==> src/rtl/irq_flag_pkg.sv <==
package irq_flag_pkg;
  localparam int unsigned N_SRC = 4;
  localparam int unsigned AW    = 2;

  typedef enum logic [AW-1:0] {
    REG_FLAG   = 2'd0,
    REG_EN_SET = 2'd1,
    REG_EN_CLR = 2'd2,
    REG_NONE   = 2'd3
  } reg_sel_e;

  // valid source masks per mode
  localparam logic [N_SRC-1:0] SLV_MASK = 4'b1111;
  localparam logic [N_SRC-1:0] MST_MASK = 4'b0111;
endpackage

==> src/rtl/irq_flag_bank.sv <==
module irq_flag_bank
  import irq_flag_pkg::*;
#(
  parameter int unsigned N = N_SRC
) (
  input  logic         clk_i,
  input  logic         rst_ni,
  input  logic [N-1:0] valid_i,
  input  logic [N-1:0] set_i,
  input  logic [N-1:0] clr_i,
  output logic [N-1:0] q_o
);
  for (genvar k = 0; k < N; k++) begin : g_bit
    always_ff @(posedge clk_i or negedge rst_ni) begin
      if (!rst_ni)             q_o[k] <= 1'b0;
      else if (!valid_i[k])    q_o[k] <= 1'b0;
      else if (set_i[k])       q_o[k] <= 1'b1; // set beats clear
      else if (clr_i[k])       q_o[k] <= 1'b0;
    end
  end
endmodule

==> src/rtl/irq_enable_reg.sv <==
module irq_enable_reg
  import irq_flag_pkg::*;
#(
  parameter int unsigned N = N_SRC
) (
  input  logic         clk_i,
  input  logic         rst_ni,
  input  logic [N-1:0] set_i,
  input  logic [N-1:0] clr_i,
  output logic [N-1:0] q_o
);
  always_ff @(posedge clk_i or negedge rst_ni) begin
    if (!rst_ni) q_o <= '0;
    else         q_o <= (q_o | set_i) & ~clr_i;
  end
endmodule

==> src/rtl/irq_flag_ctrl.sv <==
module irq_flag_ctrl
  import irq_flag_pkg::*;
#(
  parameter int unsigned N = N_SRC
) (
  input  logic         clk_i,
  input  logic         rst_ni,
  input  logic         mode_i,
  input  logic [N-1:0] cond_i,
  input  logic         we_i,
  input  logic [AW-1:0] addr_i,
  input  logic [N-1:0] wdata_i,
  output logic [N-1:0] rdata_o,
  output logic         irq_o
);
  logic [N-1:0] flag_q, en_q, valid;
  logic [N-1:0] flag_clr, en_set, en_clr;

  assign valid    = mode_i ? MST_MASK : SLV_MASK;
  assign flag_clr = (we_i && addr_i == REG_FLAG)   ? wdata_i : '0;
  assign en_set   = (we_i && addr_i == REG_EN_SET) ? wdata_i : '0;
  assign en_clr   = (we_i && addr_i == REG_EN_CLR) ? wdata_i : '0;

  irq_flag_bank #(.N(N)) u_flags (
    .clk_i, .rst_ni, .valid_i(valid), .set_i(cond_i), .clr_i(flag_clr), .q_o(flag_q)
  );

  irq_enable_reg #(.N(N)) u_en (
    .clk_i, .rst_ni, .set_i(en_set), .clr_i(en_clr), .q_o(en_q)
  );

  always_comb begin
    unique case (reg_sel_e'(addr_i))
      REG_FLAG:               rdata_o = flag_q;
      REG_EN_SET, REG_EN_CLR: rdata_o = en_q;
      default:                rdata_o = '0;
    endcase
  end

  assign irq_o = |(flag_q & en_q);
endmodule

==> config.mk <==
export PLATFORM = sky130hd
export DESIGN_NAME = irq_flag_ctrl
export DESIGN_NICKNAME = d
export VERILOG_FILES = /design/src/rtl/irq_flag_pkg.sv /design/src/rtl/irq_flag_bank.sv /design/src/rtl/irq_enable_reg.sv /design/src/rtl/irq_flag_ctrl.sv
export SDC_FILE = /design/constraint.sdc
export NUM_CORES = 1
export LEC_CHECK = 0
export ABC_AREA = 1
export CORE_AREA = 3 3 40 42
export DETAILED_ROUTE_END_ITERATION = 8
export DIE_AREA = 0 0 43 45
export GPL_ROUTABILITY_DRIVEN = 0
export PLACE_DENSITY = 0.68
export SLEW_MARGIN = 15
export SYNTH_ARGS = -nofsm -noshare
export SYNTH_HDL_FRONTEND = slang
export SYNTH_SLANG_ARGS = --single-unit
==> constraint.sdc <==
create_clock -name clk_i -period 2.3 [get_ports clk_i]
set_input_delay 0.69 -clock clk_i [delete_from_list [all_inputs] [get_ports clk_i]]
set_output_delay 0.69 -clock clk_i [all_outputs]
set_load 0.01 [all_outputs]
==> impl_metrics.env, run 1 <==
export IMPL_die_area_um2=1940
export IMPL_wl_per_cell_um=12.1
export IMPL_final_common_cell="nand2_1"
export IMPL_endpoint_kind="primary output"
export IMPL_hold_class="reg2reg"
export IMPL_worstSkewPairLatency_ns=0.25
export IMPL_final_nets=113
export IMPL_cts_max_path_buffers=2
export IMPL_core_area_um2=1280
export IMPL_start_kind="input port"
export IMPL_ant_nets=0
export IMPL_synth_simple_gate_area_share_pct=24.3
export IMPL_slew_headroom_pct=74.2
export IMPL_grt_overflow_total=0
export IMPL_drtPass1Iterations=4
export IMPL_root_buffer="clkbuf_4"
export IMPL_multiInputGateArea_um2=253
export IMPL_ys_types=10
export IMPL_syn_nets=84
export IMPL_antenna_found_initial=0
export IMPL_p_leak_nw=0.377
export IMPL_required_ns=1.61
export IMPL_max_freq_mhz=449
export IMPL_min_period_ns=2.22
export IMPL_final_hold_viol_count=0
export IMPL_fillers=125
export IMPL_htree_levels=1
export IMPL_yosys_area_share_adder_pct=10.4
export IMPL_boundaryPins=19
export IMPL_seq_area_um2=200
export IMPL_dpl_hpwl_um=1030
export IMPL_critPathArrivalTime_ns=1.53
export IMPL_avgViaCountPerCell=4.67
export IMPL_layout_drive_gt1_share_pct=22.6
export IMPL_drv_slew=0
export IMPL_grt_max_degree=9
export IMPL_clock_sinks=8
export IMPL_peakVddDrop_mv=0.318
export IMPL_period_share_pct=96.7
export IMPL_antennaDiodeCount=0
export IMPL_power_density_nw_per_um2=534
export IMPL_cts_tree="done"
export IMPL_status="finished clean"
export IMPL_muxShareOfSynthArea_pct=0
export IMPL_track_usage_pct=15.6
export IMPL_final_cell_mix="nand2_1, inv_1, clkdlybuf4s50_1, dfrtp_1"
export IMPL_clk_pin_slew_worst_paths_ns=0.06
export IMPL_grt_pass1_wl_um=2170
export IMPL_die_w_um=43
export IMPL_clock_skew_ns=0
export IMPL_maxCapViolations=0
export IMPL_synth_seq_cells=8
export IMPL_routed_wl_um=1310
export IMPL_initial_core_util_pct=37.3
export IMPL_synth_seq_area_share_pct=41.8
export IMPL_synth_top_family_by_area="simple AND/OR/NAND/NOR gates"
export IMPL_fin_util_pct=58.5
export IMPL_crit_type="in2out"
export IMPL_setup_viol=0
export IMPL_worstPathMaxFanout=4
export IMPL_tightest_slew_ns=0.386
export IMPL_syn_inst=66
export IMPL_die_y_um=45
export IMPL_synth_warnings=0
export IMPL_grt_pass1_vias=503
export IMPL_cts_buffers=3
export IMPL_setup_tns_ns=0
export IMPL_rows=13
export IMPL_synthXorXnorAreaFrac_pct=0
export IMPL_vias=504
export IMPL_post_cts_buffers=0
export IMPL_syn_area_um2=479
export IMPL_syn_area_per_cell_um2=7.26
export IMPL_drc_errors=0
export IMPL_area_growth_syn_to_layout_pct=56.9
export IMPL_port_buffers=18
export IMPL_synth_compound_area_share_pct=12.5
export IMPL_rsz0062_at_grt="no"
export IMPL_postCtsHoldBufs=0
export IMPL_drtIter0Drc=8
==> synthesized netlist by cell type, drive strengths merged <==
master	number	area, um2
inv	14	52.6
nand4	1	6.26
ha	4	50.1
o21ai	3	15.0
nor2	4	15.0
nand2	18	70.1
dfrtp	8	200
a21oi	9	45.0
nand3	5	25.0
==> metrics by stage <==
step	cell area [um2]	std cells	setup slack, ns	total power, mW	hold WS, ns
after detailed placement	723	105	-0.713	0.294	0.498
after CTS	746	108	0.0441	0.402	0.511
after global routing	752	108	0.0180	0.425	0.550
after floorplan	479	66	0.295	0.222	0.394
final	752	108	0.0750	0.402	0.513
after global placement	723	105	-0.710	0.292	0.493
==> cells by family after synthesis <==
kind of cell	after synthesis
AND/OR/NAND/NOR	28
flip-flops	8
adder cells (fa/ha/maj)	4
AO/OA/AOI/OAI	12
buffers and inverters	14
==> layer usage <==
layer | vias up | global-route usage, % | wire [um]
met5 | - | 0 | 0
met4 | 0 | 10.8 | 31
met3 | 4 | 1.99 | 62
met2 | 11 | 27.2 | 656
met1 | 229 | 17.7 | 556
li1 | 260 | - | -
==> layout make-up <==
type | count | area share, %
Timing Repair Buffer | 24 | 27.3
Clock buffer | 3 | 3.00
Tap cell | 15 | 2.50
Sequential cell | 8 | 26.6
Inverter | 14 | 6.99
Multi-Input combinational cell | 44 | 33.6
==> sequential cells by signal (all words and copies together), names as in the netlist <==
| name | flops |
|---|---|
| u_en.q_o | 4 |
| u_flags.q_o | 4 |
==> report_power, final <==
group          switching, mW  total, mW  internal, mW
combinational         0.0558      0.119        0.0628
sequential            0.0132      0.171         0.158
clock                 0.0523      0.112        0.0600
==> worst paths after layout <==
check	cells past startpoint	slack, ns	to	startpoint
min in group asynchronous	1	0.72	u_en.q_o[1]	rst_ni
worst min-delay path	2	0.51	u_flags.q_o[0]	u_flags.q_o[0]
worst max-delay path	6	0.08	rdata_o[3]	addr_i[1]
worst min register to register	2	0.51	u_flags.q_o[0]	u_flags.q_o[0]
max in group asynchronous	1	1.31	u_en.q_o[3]	rst_ni
worst max register to register	2	1.61	u_flags.q_o[1]	u_flags.q_o[1]
==> critical path: stages <==
cell	delay, ns
clkdlybuf4s15_1	0.19
inv_2	0.06
ha_4	0.27
nand2_1	0.05
a21oi_1	0.13
buf_2	0.15
==> repair_timing <==
item	in CTS	in global routing
resized for setup	24	3
setup endpoints to repair	4	4
hold endpoints to repair	0	0
Note: power is estimated with default switching activity, not from simulation.
==> run 2: changes to the inputs <==
--- a/config.mk
+++ b/config.mk
@@ -6,11 +6,11 @@
 export NUM_CORES = 1
 export LEC_CHECK = 0
 export ABC_AREA = 1
-export CORE_AREA = 3 3 40 42
+export CORE_AREA = 2 2 39 41
 export DETAILED_ROUTE_END_ITERATION = 8
-export DIE_AREA = 0 0 43 45
+export DIE_AREA = 0 0 41 43
 export GPL_ROUTABILITY_DRIVEN = 0
-export PLACE_DENSITY = 0.68
+export PLACE_DENSITY = 0.78
 export SLEW_MARGIN = 15
 export SYNTH_ARGS = -nofsm -noshare
 export SYNTH_HDL_FRONTEND = slang
==> run 2 against run 1 <==
- register-to-register slack gained 0.04 ns
- largest cell class unchanged
- combinational power shrank 3%
- clock power about the same
- highest routed layer unchanged
- power decreased by 1.5%
- clock skew stayed put
- flip-flop and latch count unchanged
- maximum frequency increased by 3.5%
- die area shrank 8.9%
- utilization fell by 5.9 points
- count of clock-buffer cells in the layout unchanged
==> impl_metrics.env, run 2 (synthesis gave the netlist of run 1 again) <==
export IMPL_initial_core_util_pct=34.6
export IMPL_reg_top3="u_en.q_o x4, u_flags.q_o x4"
export IMPL_grt_max_degree=9
export IMPL_whs_ns=0.521
export IMPL_drv_slew=0
export IMPL_cts_tree="done"
export IMPL_antenna_found_initial=0
export IMPL_final_nets=112
export IMPL_ant_nets=0
export IMPL_place_ws_ns=-0.706
export IMPL_wl_per_cell_um=11.5
export IMPL_port_buffers=18
export IMPL_status="finished clean"
export IMPL_die_w_um=41
export IMPL_critPathArrivalTime_ns=1.46
export IMPL_final_cell_area_um2=728
export IMPL_htree_levels=1
export IMPL_place_area_um2=717
export IMPL_grt_pass1_vias=491
export IMPL_layout_setup_ws_ns=0.151
export IMPL_crit_type="in2out"
export IMPL_start_kind="input port"
export IMPL_rows=14
export IMPL_cts_max_path_buffers=2
export IMPL_rsz0062_at_grt="no"
export IMPL_min_period_ns=2.15
export IMPL_boundaryPins=19
export IMPL_endpoint_kind="primary output"
export IMPL_clock_skew_ns=0
export IMPL_cts_buffers=3
export IMPL_hold_class="reg2reg"
export IMPL_track_usage_pct=17.2
export IMPL_final_cells=108
export IMPL_postCtsHoldBufs=0
export IMPL_dp_cells=105
export IMPL_dpl_hpwl_um=912
export IMPL_die_y_um=43
export IMPL_max_freq_mhz=465
export IMPL_final_common_cell="nand2_1"
export IMPL_final_hold_viol_count=0
export IMPL_clk_pin_slew_worst_paths_ns=0.06
export IMPL_grt_pass1_wl_um=1980
export IMPL_peakVddDrop_mv=0.259
export IMPL_p_leak_nw=0.370
export IMPL_worstPathMaxFanout=4
export IMPL_period_share_pct=93.4
export IMPL_tightest_slew_ns=0.367
export IMPL_vias=507
export IMPL_antennaDiodeCount=0
export IMPL_grt_overflow_total=0
export IMPL_clock_sinks=8
export IMPL_avgViaCountPerCell=4.69
export IMPL_die_area_um2=1760
export IMPL_maxCapViolations=0
export IMPL_slew_headroom_pct=75.5
export IMPL_power_density_nw_per_um2=543
export IMPL_post_cts_buffers=0
export IMPL_root_buffer="clkbuf_4"
export IMPL_drc_errors=0
export IMPL_routed_wl_um=1240
export IMPL_drtPass1Iterations=4
export IMPL_core_area_um2=1380
export IMPL_required_ns=1.61
export IMPL_drtIter0Drc=5
export IMPL_setup_viol=0
export IMPL_area_growth_syn_to_layout_pct=52.0
export IMPL_worstSkewPairLatency_ns=0.25
export IMPL_setup_tns_ns=0
export IMPL_final_cell_mix="nand2_1, inv_1, clkdlybuf4s50_1, a21oi_1, dfrtp_1"
export IMPL_layout_drive_gt1_share_pct=21.7
run 2: cell count changes in the layout (fill, tap and decap cells not counted), sizes merged:
cell,previous run,this run
clkdlybuf4s15,2,0
buf,10,9
clkbuf,3,5
run 2: routing by layer:
metal  global-route usage [%]  vias up  wire [um]
met3                     1.57        3         38
li1                         -      257          -
met5                        0        -          0
met2                     28.4       12        659
met4                     10.0        0         22
met1                     20.3      235        519
run 2: timing repair:
item,CTS,global route
gates cloned,0,0
pin swaps,0,1
endpoints found under the setup margin,4,4
resized for setup,21,6
run 2: layout make-up:
cell class                      count  area, um2
Multi-Input combinational cell     44        245
Timing Repair Buffer               23        188
Tap cell                           16       20.0
Sequential cell                     8        200
Inverter                           14       52.6
Fill cell                         134        656
Clock buffer                        3       22.5
run 2: worst max-delay path: stages:
cell	delay, ns
clkbuf_2	0.10
inv_2	0.05
ha_4	0.27
nand2_1	0.06
a21oi_2	0.14
buf_2	0.14
run 2: worst paths after layout:
path / slack (ns) / endpoint / start / cells after the start
max in group asynchronous: 1.33 / u_flags.q_o[0] / rst_ni / 1
setup / recovery: 0.15 / rdata_o[0] / addr_i[0] / 6
setup reg to reg: 1.65 / u_flags.q_o[2] / u_flags.q_o[2] / 2
hold reg to reg: 0.52 / u_flags.q_o[1] / u_flags.q_o[1] / 2
min in group asynchronous: 0.71 / u_en.q_o[1] / rst_ni / 1
hold / removal: 0.52 / u_flags.q_o[1] / u_flags.q_o[1] / 2
run 2: per-stage QoR:
step                      utilization [%]  power, mW
after global routing                 52.6      0.417
after global placement               51.8      0.290
after detailed placement             51.8      0.292
final                                52.6      0.396
after floorplan                         -      0.222
after CTS                            52.7      0.399
run 2: power by group:
group | switching [mW] | total (mW) | internal [mW]
combinational | 0.0552 | 0.115 | 0.0599
clock | 0.0502 | 0.110 | 0.0599
sequential | 0.0127 | 0.171 | 0.158
total | 0.118 | 0.396 | 0.278
==> run 3: changes to the inputs <==
==> constraint.sdc (replaced) <==
create_clock -name clk_i -period 2.75 [get_ports clk_i]
set_input_delay 0.825 -clock clk_i [delete_from_list [all_inputs] [get_ports clk_i]]
set_output_delay 0.825 -clock clk_i [all_outputs]
set_load 0.01 [all_outputs]
==> run 3 against run 2 <==
- die area stayed put
- worst setup slack got worse by 0.0069 ns
- utilization is 0.090 points higher
- sequential share of layout area hardly changed
- power down 17%
- count of clock-buffer cells in the layout is the same
- register-to-register slack better by 0.45 ns
- wire length up 1.7%
- non-clock buffer count stayed put
==> impl_metrics.env, run 3 (synthesis gave the netlist of run 1 again) <==
export IMPL_status="finished clean"
export IMPL_cts_buffers=3
export IMPL_layout_drive_gt1_share_pct=17.4
export IMPL_p_comb_share_pct=28.9
export IMPL_peakVddDrop_mv=0.215
export IMPL_avgViaCountPerCell=4.69
export IMPL_whs_ns=0.513
export IMPL_power_density_nw_per_um2=452
export IMPL_p_clk_share_pct=27.9
export IMPL_grt_pass1_wl_um=1980
export IMPL_endpoint_kind="primary output"
export IMPL_final_nets=112
export IMPL_boundaryPins=19
export IMPL_final_hold_viol_count=0
export IMPL_reg_top3="u_en.q_o x4, u_flags.q_o x4"
export IMPL_track_usage_pct=17.2
export IMPL_required_ns=1.93
export IMPL_port_buffers=18
export IMPL_hold_class="reg2reg"
export IMPL_die_area_um2=1760
export IMPL_area_growth_syn_to_layout_pct=52.2
export IMPL_grt_max_degree=9
export IMPL_drv_slew=0
export IMPL_power_uw=330
export IMPL_seqPwrFrac_pct=43.2
export IMPL_root_buffer="clkbuf_4"
export IMPL_p_leak_nw=0.374
export IMPL_worstSkewPairLatency_ns=0.25
export IMPL_switching_power_uw=98.0
export IMPL_final_cell_mix="nand2_1, inv_1, clkdlybuf4s50_1, a21oi_1, dfrtp_1"
export IMPL_die_w_um=41
export IMPL_worstPathMaxFanout=4
export IMPL_p_sw_share_pct=29.7
export IMPL_antennaDiodeCount=0
export IMPL_tightest_slew_ns=0.370
export IMPL_routed_wl_um=1260
export IMPL_cts_tree="done"
export IMPL_cts_max_path_buffers=2
export IMPL_max_freq_mhz=384
export IMPL_p_int_uw=232
export IMPL_grt_overflow_total=0
export IMPL_drtPass1Iterations=4
export IMPL_crit_type="in2out"
export IMPL_dpl_hpwl_um=912
export IMPL_antenna_found_initial=0
export IMPL_vias=507
export IMPL_maxCapViolations=0
export IMPL_rsz0062_at_grt="no"
export IMPL_fin_util_pct=52.7
export IMPL_min_period_ns=2.61
export IMPL_clock_skew_ns=0
export IMPL_rows=14
export IMPL_core_area_um2=1380
export IMPL_die_y_um=43
export IMPL_critPathArrivalTime_ns=1.78
export IMPL_ant_nets=0
export IMPL_setup_viol=0
export IMPL_period_share_pct=94.8
export IMPL_clock_sinks=8
export IMPL_drtIter0Drc=5
export IMPL_slew_headroom_pct=75.2
export IMPL_initial_core_util_pct=34.6
export IMPL_setup_tns_ns=0
export IMPL_htree_levels=1
export IMPL_post_cts_buffers=0
export IMPL_start_kind="input port"
export IMPL_final_common_cell="nand2_1"
export IMPL_grt_pass1_vias=491
export IMPL_drc_errors=0
export IMPL_clk_pin_slew_worst_paths_ns=0.05
export IMPL_wl_per_cell_um=11.7
-- run 3: final timing paths --
path / endpoint / startpoint / cells after the start / slack [ns]
max in group asynchronous: u_flags.q_o[0] / rst_ni / 1 / 1.64
min reg2reg: u_flags.q_o[0] / u_flags.q_o[0] / 2 / 0.51
max: rdata_o[0] / addr_i[0] / 5 / 0.14
min in group asynchronous: u_en.q_o[1] / rst_ni / 1 / 0.85
max reg2reg: u_flags.q_o[2] / u_flags.q_o[2] / 2 / 2.10
min: u_flags.q_o[0] / u_flags.q_o[0] / 2 / 0.51
-- run 3: worst max-delay path: stages --
cell,delay (ns)
dlygate4sd2_1,0.26
buf_4,0.14
ha_1,0.24
a21oi_1,0.16
buf_2,0.16
-- run 3: final cells by class --
type	count	area, um2
fillers	132	654
multi-input cells	44	239
flip-flops and latches	8	200
repair buffers	23	195
inverters	14	52.6
clock buffers	3	22.5
well taps	16	20.0
-- run 3: power groups by stage --
stage | Sequential [mW] | Clock, mW | Combinational [mW]
floorplan | 0.142 | 0 | 0.0434
global placement | 0.144 | 0 | 0.0981
detailed placement | 0.144 | 0 | 0.100
CTS | 0.142 | 0.0962 | 0.0949
global route | 0.145 | 0.0980 | 0.105
finish | 0.142 | 0.0920 | 0.0952
-- run 3: stage by stage --
| stage | worst slack (ns) | area, um2 | std cells |
|---|---|---|---|
| 2_1_floorplan | 0.475 | 479 | 66 |
| 3_3_place_gp | -0.513 | 717 | 105 |
| 3_5_place_dp | -0.526 | 717 | 105 |
| 4_1_cts | 0.182 | 729 | 108 |
| 5_1_grt | 0.125 | 729 | 108 |
| 6_report | 0.144 | 729 | 108 |
-- run 3: layer usage --
layer  vias to the layer above  share of wire (%)  track usage (%)
met1                       236                 44             20.3
met4                         0                1.7             10.0
met5                         -                  0                0
met3                         3                2.9             1.57
met2                        10                 51             28.4
li1                        258                  -                -
-- run 3: repair_timing --
item,in CTS,in global routing
endpoints found under the setup margin,4,0
resized for setup,21,0
hold buffers,0,0
